File: src/rtl/ee_ap_pkg.sv
package ee_ap_pkg;
  typedef struct packed {
    logic stop;
    logic start;
    logic load;
    logic wr;
    logic rd;
  } ap_ev_t;
endpackage

File: src/rtl/ee_ptr_unit.sv
module ee_ptr_unit
  import ee_ap_pkg::*;
#(
  parameter int ADDR_W = 12,
  parameter int OFS_W  = 5
) (
  input  logic              clk,
  input  logic              rst_n,
  input  ap_ev_t            ev,
  input  logic [ADDR_W-1:0] load_addr,
  output logic [ADDR_W-1:0] ptr
);
  localparam int PG_W = ADDR_W - OFS_W;

  function automatic logic [ADDR_W-1:0] page_step(input logic [ADDR_W-1:0] p);
    logic [OFS_W-1:0] o;
    o = p[OFS_W-1:0] + OFS_W'(1);
    return {p[ADDR_W-1:OFS_W], o};
  endfunction

  function automatic logic [ADDR_W-1:0] array_step(input logic [ADDR_W-1:0] p);
    return p + ADDR_W'(1);
  endfunction

  logic wr_step, rd_step, ld_step;
  assign ld_step = ev.load;
  assign wr_step = ev.wr;
  assign rd_step = ev.rd;

  always_ff @(posedge clk) begin
    if (!rst_n)       ptr <= '0;
    else if (ld_step) ptr <= load_addr;
    else if (wr_step) ptr <= page_step(ptr);
    else if (rd_step) ptr <= array_step(ptr);
  end

  assert_page_hold_R2: assert property (@(posedge clk) disable iff (!rst_n)
    wr_step && !ld_step |=> ptr[ADDR_W-1:OFS_W] == $past(ptr[ADDR_W-1:OFS_W]));
  assert_ofs_step_R2: assert property (@(posedge clk) disable iff (!rst_n)
    wr_step && !ld_step |=> ptr[OFS_W-1:0] == OFS_W'($past(ptr[OFS_W-1:0]) + 1'b1));
  assert_load_R8: assert property (@(posedge clk) disable iff (!rst_n)
    ld_step |=> ptr == $past(load_addr));
  assert_rd_step_R9: assert property (@(posedge clk) disable iff (!rst_n)
    rd_step && !ld_step && !wr_step |=> ptr == ADDR_W'($past(ptr) + 1'b1));
endmodule

File: src/rtl/ee_page_buf.sv
module ee_page_buf
  import ee_ap_pkg::*;
#(
  parameter int ADDR_W = 12,
  parameter int OFS_W  = 5,
  parameter int DW     = 8
) (
  input  logic                  clk,
  input  logic                  rst_n,
  input  ap_ev_t                ev,
  input  logic [ADDR_W-1:0]     ptr,
  input  logic [DW-1:0]         wr_data,
  output logic                  cmt_valid,
  output logic [ADDR_W-OFS_W-1:0] cmt_page,
  output logic [(1<<OFS_W)-1:0] cmt_mask,
  output logic [(1<<OFS_W)*DW-1:0] cmt_data
);
  localparam int NB   = 1 << OFS_W;
  localparam int PG_W = ADDR_W - OFS_W;

  logic [NB-1:0]    vmask;
  logic [OFS_W-1:0] ofs;
  logic             commit_fire;
  logic             drop_all;

  assign ofs         = ptr[OFS_W-1:0];
  assign commit_fire = ev.stop && (vmask != '0);
  assign drop_all    = ev.stop || ev.start;

  always_ff @(posedge clk) begin
    if (!rst_n)         vmask <= '0;
    else if (drop_all)  vmask <= '0;
    else if (ev.wr)     vmask <= vmask | (NB'(1) << ofs);
  end

  for (genvar g = 0; g < NB; g++) begin : g_lane
    logic [DW-1:0] lane_q;
    always_ff @(posedge clk) begin
      if (!rst_n)                           lane_q <= '0;
      else if (ev.wr && ofs == OFS_W'(g))   lane_q <= wr_data;
    end
    always_ff @(posedge clk) begin
      if (!rst_n)           cmt_data[g*DW +: DW] <= '0;
      else if (commit_fire) cmt_data[g*DW +: DW] <= vmask[g] ? lane_q : '0;
    end
  end

  always_ff @(posedge clk) begin
    if (!rst_n) begin
      cmt_valid <= 1'b0;
      cmt_mask  <= '0;
      cmt_page  <= '0;
    end else begin
      cmt_valid <= commit_fire;
      if (commit_fire) begin
        cmt_mask <= vmask;
        cmt_page <= ptr[ADDR_W-1:OFS_W];
      end
    end
  end

  assert_commit_nonempty_R5: assert property (@(posedge clk) disable iff (!rst_n)
    cmt_valid |-> cmt_mask != '0);
  assert_commit_pulse_R4: assert property (@(posedge clk) disable iff (!rst_n)
    cmt_valid |=> !cmt_valid);
  assert_start_drops_R10: assert property (@(posedge clk) disable iff (!rst_n)
    ev.start |=> vmask == '0);
  assert_fill_mark_R6: assert property (@(posedge clk) disable iff (!rst_n)
    ev.wr && !drop_all |=> vmask[$past(ofs)]);
endmodule

File: src/rtl/ee_addr_page_ctl.sv
module ee_addr_page_ctl
  import ee_ap_pkg::*;
#(
  parameter int ADDR_W = 12,
  parameter int OFS_W  = 5,
  parameter int DW     = 8
) (
  input  logic                        clk,
  input  logic                        rst_n,
  input  logic                        start_i,
  input  logic                        stop_i,
  input  logic                        addr_load_i,
  input  logic [ADDR_W-1:0]           load_addr_i,
  input  logic                        wr_byte_i,
  input  logic [DW-1:0]               wr_data_i,
  input  logic                        rd_done_i,
  output logic [ADDR_W-1:0]           rd_addr_o,
  output logic                        cmt_valid_o,
  output logic [ADDR_W-OFS_W-1:0]     cmt_page_o,
  output logic [(1<<OFS_W)-1:0]       cmt_mask_o,
  output logic [(1<<OFS_W)*DW-1:0]    cmt_data_o
);
  ap_ev_t ev;
  logic   bus_edge;

  // stop over start over load over write byte over read byte
  assign bus_edge = stop_i || start_i;
  assign ev.stop  = stop_i;
  assign ev.start = start_i && !stop_i;
  assign ev.load  = addr_load_i && !bus_edge;
  assign ev.wr    = wr_byte_i && !bus_edge && !addr_load_i;
  assign ev.rd    = rd_done_i && !bus_edge && !addr_load_i && !wr_byte_i;

  ee_ptr_unit #(.ADDR_W(ADDR_W), .OFS_W(OFS_W)) u_ptr (
    .clk(clk), .rst_n(rst_n), .ev(ev), .load_addr(load_addr_i), .ptr(rd_addr_o)
  );

  ee_page_buf #(.ADDR_W(ADDR_W), .OFS_W(OFS_W), .DW(DW)) u_buf (
    .clk(clk), .rst_n(rst_n), .ev(ev), .ptr(rd_addr_o), .wr_data(wr_data_i),
    .cmt_valid(cmt_valid_o), .cmt_page(cmt_page_o), .cmt_mask(cmt_mask_o),
    .cmt_data(cmt_data_o)
  );

  assert_commit_keeps_ptr_R7: assert property (@(posedge clk) disable iff (!rst_n)
    stop_i |=> rd_addr_o == $past(rd_addr_o));
endmodule

File: config.mk
export PLATFORM = sky130hd
export DESIGN_NAME = ee_addr_page_ctl
export DESIGN_NICKNAME = d
export VERILOG_FILES = /design/src/rtl/ee_ap_pkg.sv /design/src/rtl/ee_ptr_unit.sv /design/src/rtl/ee_page_buf.sv /design/src/rtl/ee_addr_page_ctl.sv
export SDC_FILE = /design/constraint.sdc
export NUM_CORES = 1
export LEC_CHECK = 0
export BUFFER_PORTS_ARGS = -buffer_cell sky130_fd_sc_hd__buf_4
export CORE_MARGIN = 2
export CORE_UTILIZATION = 56
export CTS_CLUSTER_DIAMETER = 60
export DETAILED_ROUTE_END_ITERATION = 7
export PLACE_DENSITY = 0.79
export SETUP_SLACK_MARGIN = 0.3
export SLEW_MARGIN = 5
export SYNTH_ARGS = -nofsm -noshare
export SYNTH_HDL_FRONTEND = slang
export SYNTH_SLANG_ARGS = --single-unit
File: constraint.sdc
create_clock -name clk -period 2.4 [get_ports clk]
set_clock_uncertainty 0.05 [all_clocks]
set_input_delay 0.12 -clock clk [delete_from_list [all_inputs] [get_ports clk]]
set_output_delay 0.12 -clock clk [all_outputs]
set_load 0.05 [all_outputs]
==> qor.csv, run 1 <==
metric,value,unit
1st-pass router iterations,5,
post-synthesis cell type count,47,
Synth Instances,2511,
Core Footprint,38600,sq um
Final Cell Area,27500,sq um
Post-Syn Area per Cell,8.71,sq um
Lkg Pwr,11.5,nW
Num CTS Buffers,57,
synthesis-stage register bit count,596,
crit-path cells,nor4_4 > nand4_1 > o21ai_4 > buf_12 > buf_16 > nand3_1 > o31ai_1,
"Req. time, crit path",2.85,ns
CTS H-tree depth,2,
Synth Warn #,0,
die width,202,um
first-pass GRT wire length,98.1,mm
status,finished clean,
Placed Area,24800,sq um
worst rel slew slack,0.451,
startpoint types,register,
setup ws final,0.280,ns
WS Path Type,register to register,
"Seq/Total Area, Yosys",0.545,
crit path max fanout,35,
antenna violations before repair,1,
multi-input logic area,8980,sq um
1st-iter DRT viols,1814,
CP arrival,2.57,ns
post-DR wirelength/cell,19.8,um
DIE AREA,40700,sq um
fin crit share,0.883,
Root Buffer,clkbuf_16,
GR Overflow Total,0,
largest stage delay on the critical path,0.37,ns
DP Cell Count,3212,
Detail Placement HPWL,40.9,mm
number of vias per cell,5.75,
Sink Count,596,
GRT Total Usage,0.302,
Post-Syn Area,21900,sq um
post-synthesis net count,2546,
Hold Path Class,input port to register,
Synth Flop Type,dfxtp_1,
critical path capture point type,register,
CP max-delay cell,o21ai_4,
Design Power,19.6,mW
Clk pwr share,0.459,
std cell rows,72,
Worst-Skew Late Latency,0.61,ns
CP Buf/Inv Count,2,
Reg power frac,0.506,
total number of vias,19369,
Tmin final,2.12,ns
switching pwr,4.32,mW
RSZ-0062 raised after global routing,true,
vias in the first global route,18072,
hold path depth,3,
slack of the worst reg-to-reg path,0.28,ns
total of max-cap violations,0,
WHS,0.0211,ns
"EDFF count, synth",0,
Seq. cell area,11900,sq um
antenna diode count,0,
Critical Path Stages,7,
sw frac,0.220,
Pint,15.3,mW
initial core utilization,0.566,
ANT nets after route,0,
Power Density,713,nW/um^2
Setup Viol. Count Final,0,
area grow syn2layout,25.7,%
DRT Wirelength,66.7,mm
share of cells above drive strength 1,0.195,
"Core Util, Final",0.712,
final cell count without fillers,3369,
Peak VDD IR,0.598,mV
DRC,0,
setup TNS,0,ns
"CP delay by family, top",simple AND/OR/NAND/NOR gates,
most area-hungry cell type in the Yosys netlist,dfxtp_1,
clock slew at reported path FFs,0.07,ns
Final Hold Fails,0,
worst slew pin tran,0.820,ns
pre-CTS setup slack,0.134,ns
I/O pin cnt,335,
Synth area leaders,"dfxtp_1 55%, nand3_1 8.3%, mux2i_1 8.1%",
GPL Wtd Cong,0.882,
Filler cells,2891,
fin. max-slew vios,0,
Port Buffer Count,334,
f_max,472,MHz
combinational power share,0.034,
worst-case clock buffer depth,3,
largest net degree at the start of global routing,85,
ys async rst share,0,
CTS tree,built,
R2R depth,7,
share of the synthesized area in the top cell type,0.545,
nets,2842,
Die Height,202,um
[metal layers]
layer	vias up	GRT usage	part of all wire
met1	9314	0.383	0.41
met4	2	0.119	0.038
met3	170	0.0539	0.078
li1	9089	-	-
met5	-	0	0.00019
met2	794	0.511	0.48
[synthesized netlist by cell type, types with 2 or more instances]
cell        n
nand2_1   403
o21ai_0   279
nor2_4      2
and3_1      3
a211oi_1    4
nand3_2     6
nand3_1   361
mux2i_1   176
nand4_1     3
a22oi_1     4
nor3_2      3
and2_1     14
xor2_1      2
a21oi_1   109
or3_1       2
buf_4       5
nand2_2     4
o31ai_1    21
o22ai_1     2
clkbuf_1  133
dfxtp_1   596
nor2_1    227
nand3_4     6
o21ai_1     2
nor2b_1     4
buf_6      12
buf_2      46
buf_1      17
ha_1        8
inv_1      25
nor3_1      3
nor4_1     10
a31oi_1     5
[state kept, by name (all words and copies together) (netlist names)]
register             count
u_buf.g_lane.lane_q    256
u_buf.cmt_mask          32
u_buf.vmask             32
u_buf.cmt_valid          1
u_buf.cmt_data         256
u_buf.cmt_page           7
u_ptr.ptr               12
[area by class of cell]
| class | count | share of cell area |
|---|---|---|
| Clock buffer | 83 | 0.0602 |
| Multi-Input combinational cell | 1676 | 0.327 |
| Tap cell | 518 | 0.0236 |
| Timing Repair Buffer | 450 | 0.143 |
| Clock inverter | 20 | 0.00782 |
| Sequential cell | 596 | 0.434 |
| Inverter | 26 | 0.00400 |
[cell usage in the layout, fill, tap and decap left out, drive strengths merged, types with 4 or more instances in the layout]
| cell | netlist | layout |
|---|---|---|
| dfxtp | 596 | 596 |
| buf | 80 | 409 |
| nand2 | 407 | 407 |
| nand3 | 373 | 373 |
| o21ai | 281 | 281 |
| nor2 | 229 | 229 |
| mux2i | 176 | 176 |
| a21oi | 109 | 109 |
| clkbuf | 133 | 95 |
| inv | 26 | 30 |
| dlygate4sd3 | 0 | 29 |
| o31ai | 21 | 21 |
| and2 | 15 | 15 |
| clkinv | 0 | 12 |
| nor4 | 10 | 10 |
| ha | 8 | 8 |
| nor3 | 7 | 7 |
| a31oi | 5 | 5 |
| a211oi | 4 | 4 |
| a22oi | 4 | 4 |
| bufinv | 0 | 4 |
| nor2b | 4 | 4 |
[logic make-up (layout without fill, tap and decap cells)]
logic type      count (synthesis)  after routing  synth area share
compound gates                433            433             0.104
xor+xnor                        3              3           0.00120
fa+ha+maj                       8              8           0.00457
buf+inv                       239            579            0.0486
flops                         596            596             0.545
mux                           176            176            0.0805
simple gates                 1056           1056             0.216
[worst min-delay path, stage by stage]
cell and delay, ns:
buf_4 0.31, nand2_1 0.13, a21oi_1 0.06
[power by group through the flow]
stage	Sequential, mW	Clock [mW]	Combinational (mW)
6_report	9.93	9.01	0.674
4_1_cts	9.93	9.06	0.641
2_1_floorplan	10.2	0	0.326
3_5_place_dp	10.2	0	0.603
5_1_grt	9.93	9.49	0.704
3_3_place_gp	10.1	0	0.591
[path summary, 6_finish.rpt]
path                                            startpoint                          to
worst max register to register             u_buf.vmask[22]           u_buf.cmt_mask[8]
worst min-delay path                          wr_data_i[4]  u_buf.g_lane[25].lane_q[4]
worst min register to register  u_buf.g_lane[29].lane_q[7]         u_buf.cmt_data[239]
worst max-delay path                       u_buf.vmask[22]           u_buf.cmt_mask[8]
[repair_timing]
action,CTS,global route
hold buffers,29,0
gates resized for setup,4,34
endpoints found under the setup margin,275,293
gates cloned,0,17
endpoints found under the hold margin,72,0
setup buffers,0,8
pin swaps,0,6
Power figures use the tool's default switching activity.
==> run 2, diff against run 1 <==
ABC_AREA = 1   (was not set)
CORE_UTILIZATION = 57   (was 56)
==> qor.csv, run 2 <==
metric,value,unit,change
switching pwr,4.49,mW,+3.8%
R2R depth,7,,unchanged
DRC,0,,unchanged
share of cells above drive strength 1,0.163,,-0.0320
"Seq/Total Area, Yosys",0.501,,-0.0447
Root Buffer,clkbuf_16,,
Setup Viol. Count Final,0,,unchanged
RSZ-0062 raised after global routing,true,,
Sink Count,596,,unchanged
Worst Setup EP,u_buf.g_lane[4].lane_q[6],,
Worst-Skew Late Latency,0.63,ns,+0.02 ns
largest net degree at the start of global routing,253,,+200%
worst rel slew slack,0.224,,-0.227
Design Power,19.8,mW,+1.2%
Final Hold Fails,0,,unchanged
Hold Path Class,input port to register,,
ys async rst share,0,,unchanged
"commonest non-fill, non-tap cell in the layout",nand2_1,,
post-synthesis net count,3347,,+31%
Synth Warn #,0,,unchanged
most area-hungry cell type in the Yosys netlist,dfxtp_1,,
CTS tree,built,,
Synth Instances,3312,,+32%
Lkg Pwr,13.7,nW,+19%
antenna diode count,0,,unchanged
Post-Syn Area,23800,sq um,+8.9%
WHS,0.0461,ns,+0.0250 ns
most frequent cells in the layout,"618 x nand2_1, 587 x dfxtp_1, 558 x nor2_1",,
worst-case clock buffer depth,3,,unchanged
hold path depth,3,,unchanged
WS Path Type,register to register,,
antenna violations before repair,0,,-1
Post-Syn Area per Cell,7.20,sq um,-17%
CP arrival,2.49,ns,-0.08 ns
post-synthesis cell type count,27,,-43%
area grow syn2layout,22.3,%,
slack of the worst reg-to-reg path,0.37,ns,+0.09 ns
Peak VDD IR,0.551,mV,-7.8%
first-pass GRT wire length,113,mm,+15%
crit path max fanout,9,,-74%
share of the synthesized area in the top cell type,0.501,,-0.0447
worst slew pin tran,1.16,ns,+0.344 ns
GPL Wtd Cong,0.868,,-1.5%
ANT nets after route,0,,unchanged
"EDFF count, synth",0,,unchanged
total of max-cap violations,0,,unchanged
fin. max-slew vios,0,,unchanged
total number of vias,22971,,+19%
std cell rows,74,,+2.8%
1st-pass router iterations,6,,+1
Tmin final,2.03,ns,-0.0876 ns
GRT Total Usage,0.319,,+0.0168
Seq. cell area,11900,sq um,about the same
fin crit share,0.847,,-0.0365
"Req. time, crit path",2.86,ns,about the same
I/O pin cnt,335,,unchanged
RR Endpoint,u_buf.g_lane[4].lane_q[6],,
Clk pwr share,0.462,,+0.003
Detail Placement HPWL,43.4,mm,+6.2%
critical path capture point type,register,,
combinational power share,0.037,,+0.003
DIE AREA,43500,sq um,+6.9%
multi-input logic area,9660,sq um,+7.5%
initial core utilization,0.581,,+0.0150
Reg power frac,0.501,,-0.005
RR Startpoint,u_ptr.ptr[2],,
Synth area leaders,"dfxtp_1 50%, nand2_1 9.8%, nor2_1 8.8%",,
status,finished clean,,
die width,208,um,+3.4%
Power Density,681,nW/um^2,-4.6%
number of vias per cell,5.53,,-3.9%
f_max,492,MHz,+4.3%
nets,3616,,+27%
Port Buffer Count,334,,unchanged
startpoint types,register,,
most numerous cell in the Yosys netlist,nand2_1,,
largest registers,"u_buf.cmt_data (256), u_buf.g_lane.lane_q (256)",,
"Core Util, Final",0.711,,-0.000912
1st-iter DRT viols,2315,,+28%
CTS H-tree depth,2,,unchanged
post-DR wirelength/cell,17.6,um,-11%
Num CTS Buffers,58,,+1.8%
top post-synthesis cells by count,"620 x nand2_1, 596 x dfxtp_1, 561 x nor2_1",,
Synth Flop Type,dfxtp_1,,
GR Overflow Total,0,,unchanged
setup TNS,0,ns,unchanged
sw frac,0.226,,+0.00576
Core Footprint,41000,sq um,+6.1%
vias in the first global route,21501,,+19%
Pint,15.4,mW,+0.41%
Die Height,208,um,+3.4%
synthesis-stage register bit count,596,,unchanged
Crit. Startpoint,u_ptr.ptr[2],,
clock slew at reported path FFs,0.06,ns,about the same
Filler cells,3272,,+13%
DRT Wirelength,73.0,mm,+9.4%
==> run 2: cell families (layout without fill, tap and decap cells) <==
group                    count (synthesis)  after routing  synth area share
AO/OA/AOI/OAI                          593            593             0.126
adder cells (fa/ha/maj)                  8              8           0.00420
XOR/XNOR                                 2              2          0.000735
flip-flops                             596            596             0.501
AND/OR/NAND/NOR                       1550           1552             0.269
buffers and inverters                  563            874            0.0996
==> run 2: area by class of cell <==
cell class	instances	area share
well taps	532	0.0228
inverters	340	0.0442
clock inverters	14	0.00416
flip-flops and latches	596	0.410
repair buffers	430	0.126
clock buffers	90	0.0622
multi-input cells	2155	0.331
==> run 2: critical path, cell delays in order, from the launching register on <==
cell and delay [ns]:
dfxtp_1 0.51, inv_2 0.11, nor2_1 0.20, nand2_1 0.19, nor2_2 0.46, inv_2 0.18
nor2_1 0.14, nor2_1 0.06
==> run 2: metrics by stage <==
| stage | cells | setup WS, ns | cell area (sq um) |
|---|---|---|---|
| after detailed placement | 4005 | 0.231 | 26500 |
| after floorplan | 3312 | 0.379 | 23800 |
| final | 4157 | 0.367 | 29200 |
| after CTS | 4145 | 0.306 | 28900 |
| after global placement | 4005 | 0.273 | 26500 |
| after global routing | 4157 | 0.257 | 29200 |
==> run 2: layer usage <==
metal  global-route usage  share of wire  up-vias
met5                    0              0        -
met4                0.128          0.034        0
met3               0.0661          0.092      182
met2                0.515           0.46     1036
met1                0.418           0.41    10772
li1                     -              -    10981
==> run 2: repair_timing <==
action	4_1_cts	5_1_grt
hold endpoints to repair	55	0
pin swaps	1	4
endpoints found under the setup margin	159	360
setup buffers	2	6
gates cloned	2	6
hold buffers	32	0
resized for setup	3	31
==> run 2: worst min path at each step <==
stage	to	startpoint	slack, ns
2_1_floorplan	u_buf.g_lane[15].lane_q[0]	wr_data_i[0]	0.24
3_3_place_gp	u_buf.g_lane[14].lane_q[7]	rst_n	0.36
3_5_place_dp	u_buf.g_lane[14].lane_q[7]	rst_n	0.37
4_1_cts	u_buf.g_lane[19].lane_q[0]	wr_data_i[0]	0.004
5_1_grt	u_buf.g_lane[23].lane_q[0]	wr_data_i[0]	0.03
6_report	u_buf.g_lane[2].lane_q[0]	wr_data_i[0]	0.05
==> run 2: power by group through the flow <==
| stage | clock network (mW) | logic, mW | registers, mW |
|---|---|---|---|
| after floorplan | 0 | 0.384 | 10.2 |
| after global placement | 0 | 0.647 | 10.2 |
| after detailed placement | 0 | 0.658 | 10.2 |
| after CTS | 9.21 | 0.700 | 9.94 |
| after global routing | 9.60 | 0.774 | 9.94 |
| final | 9.16 | 0.735 | 9.94 |
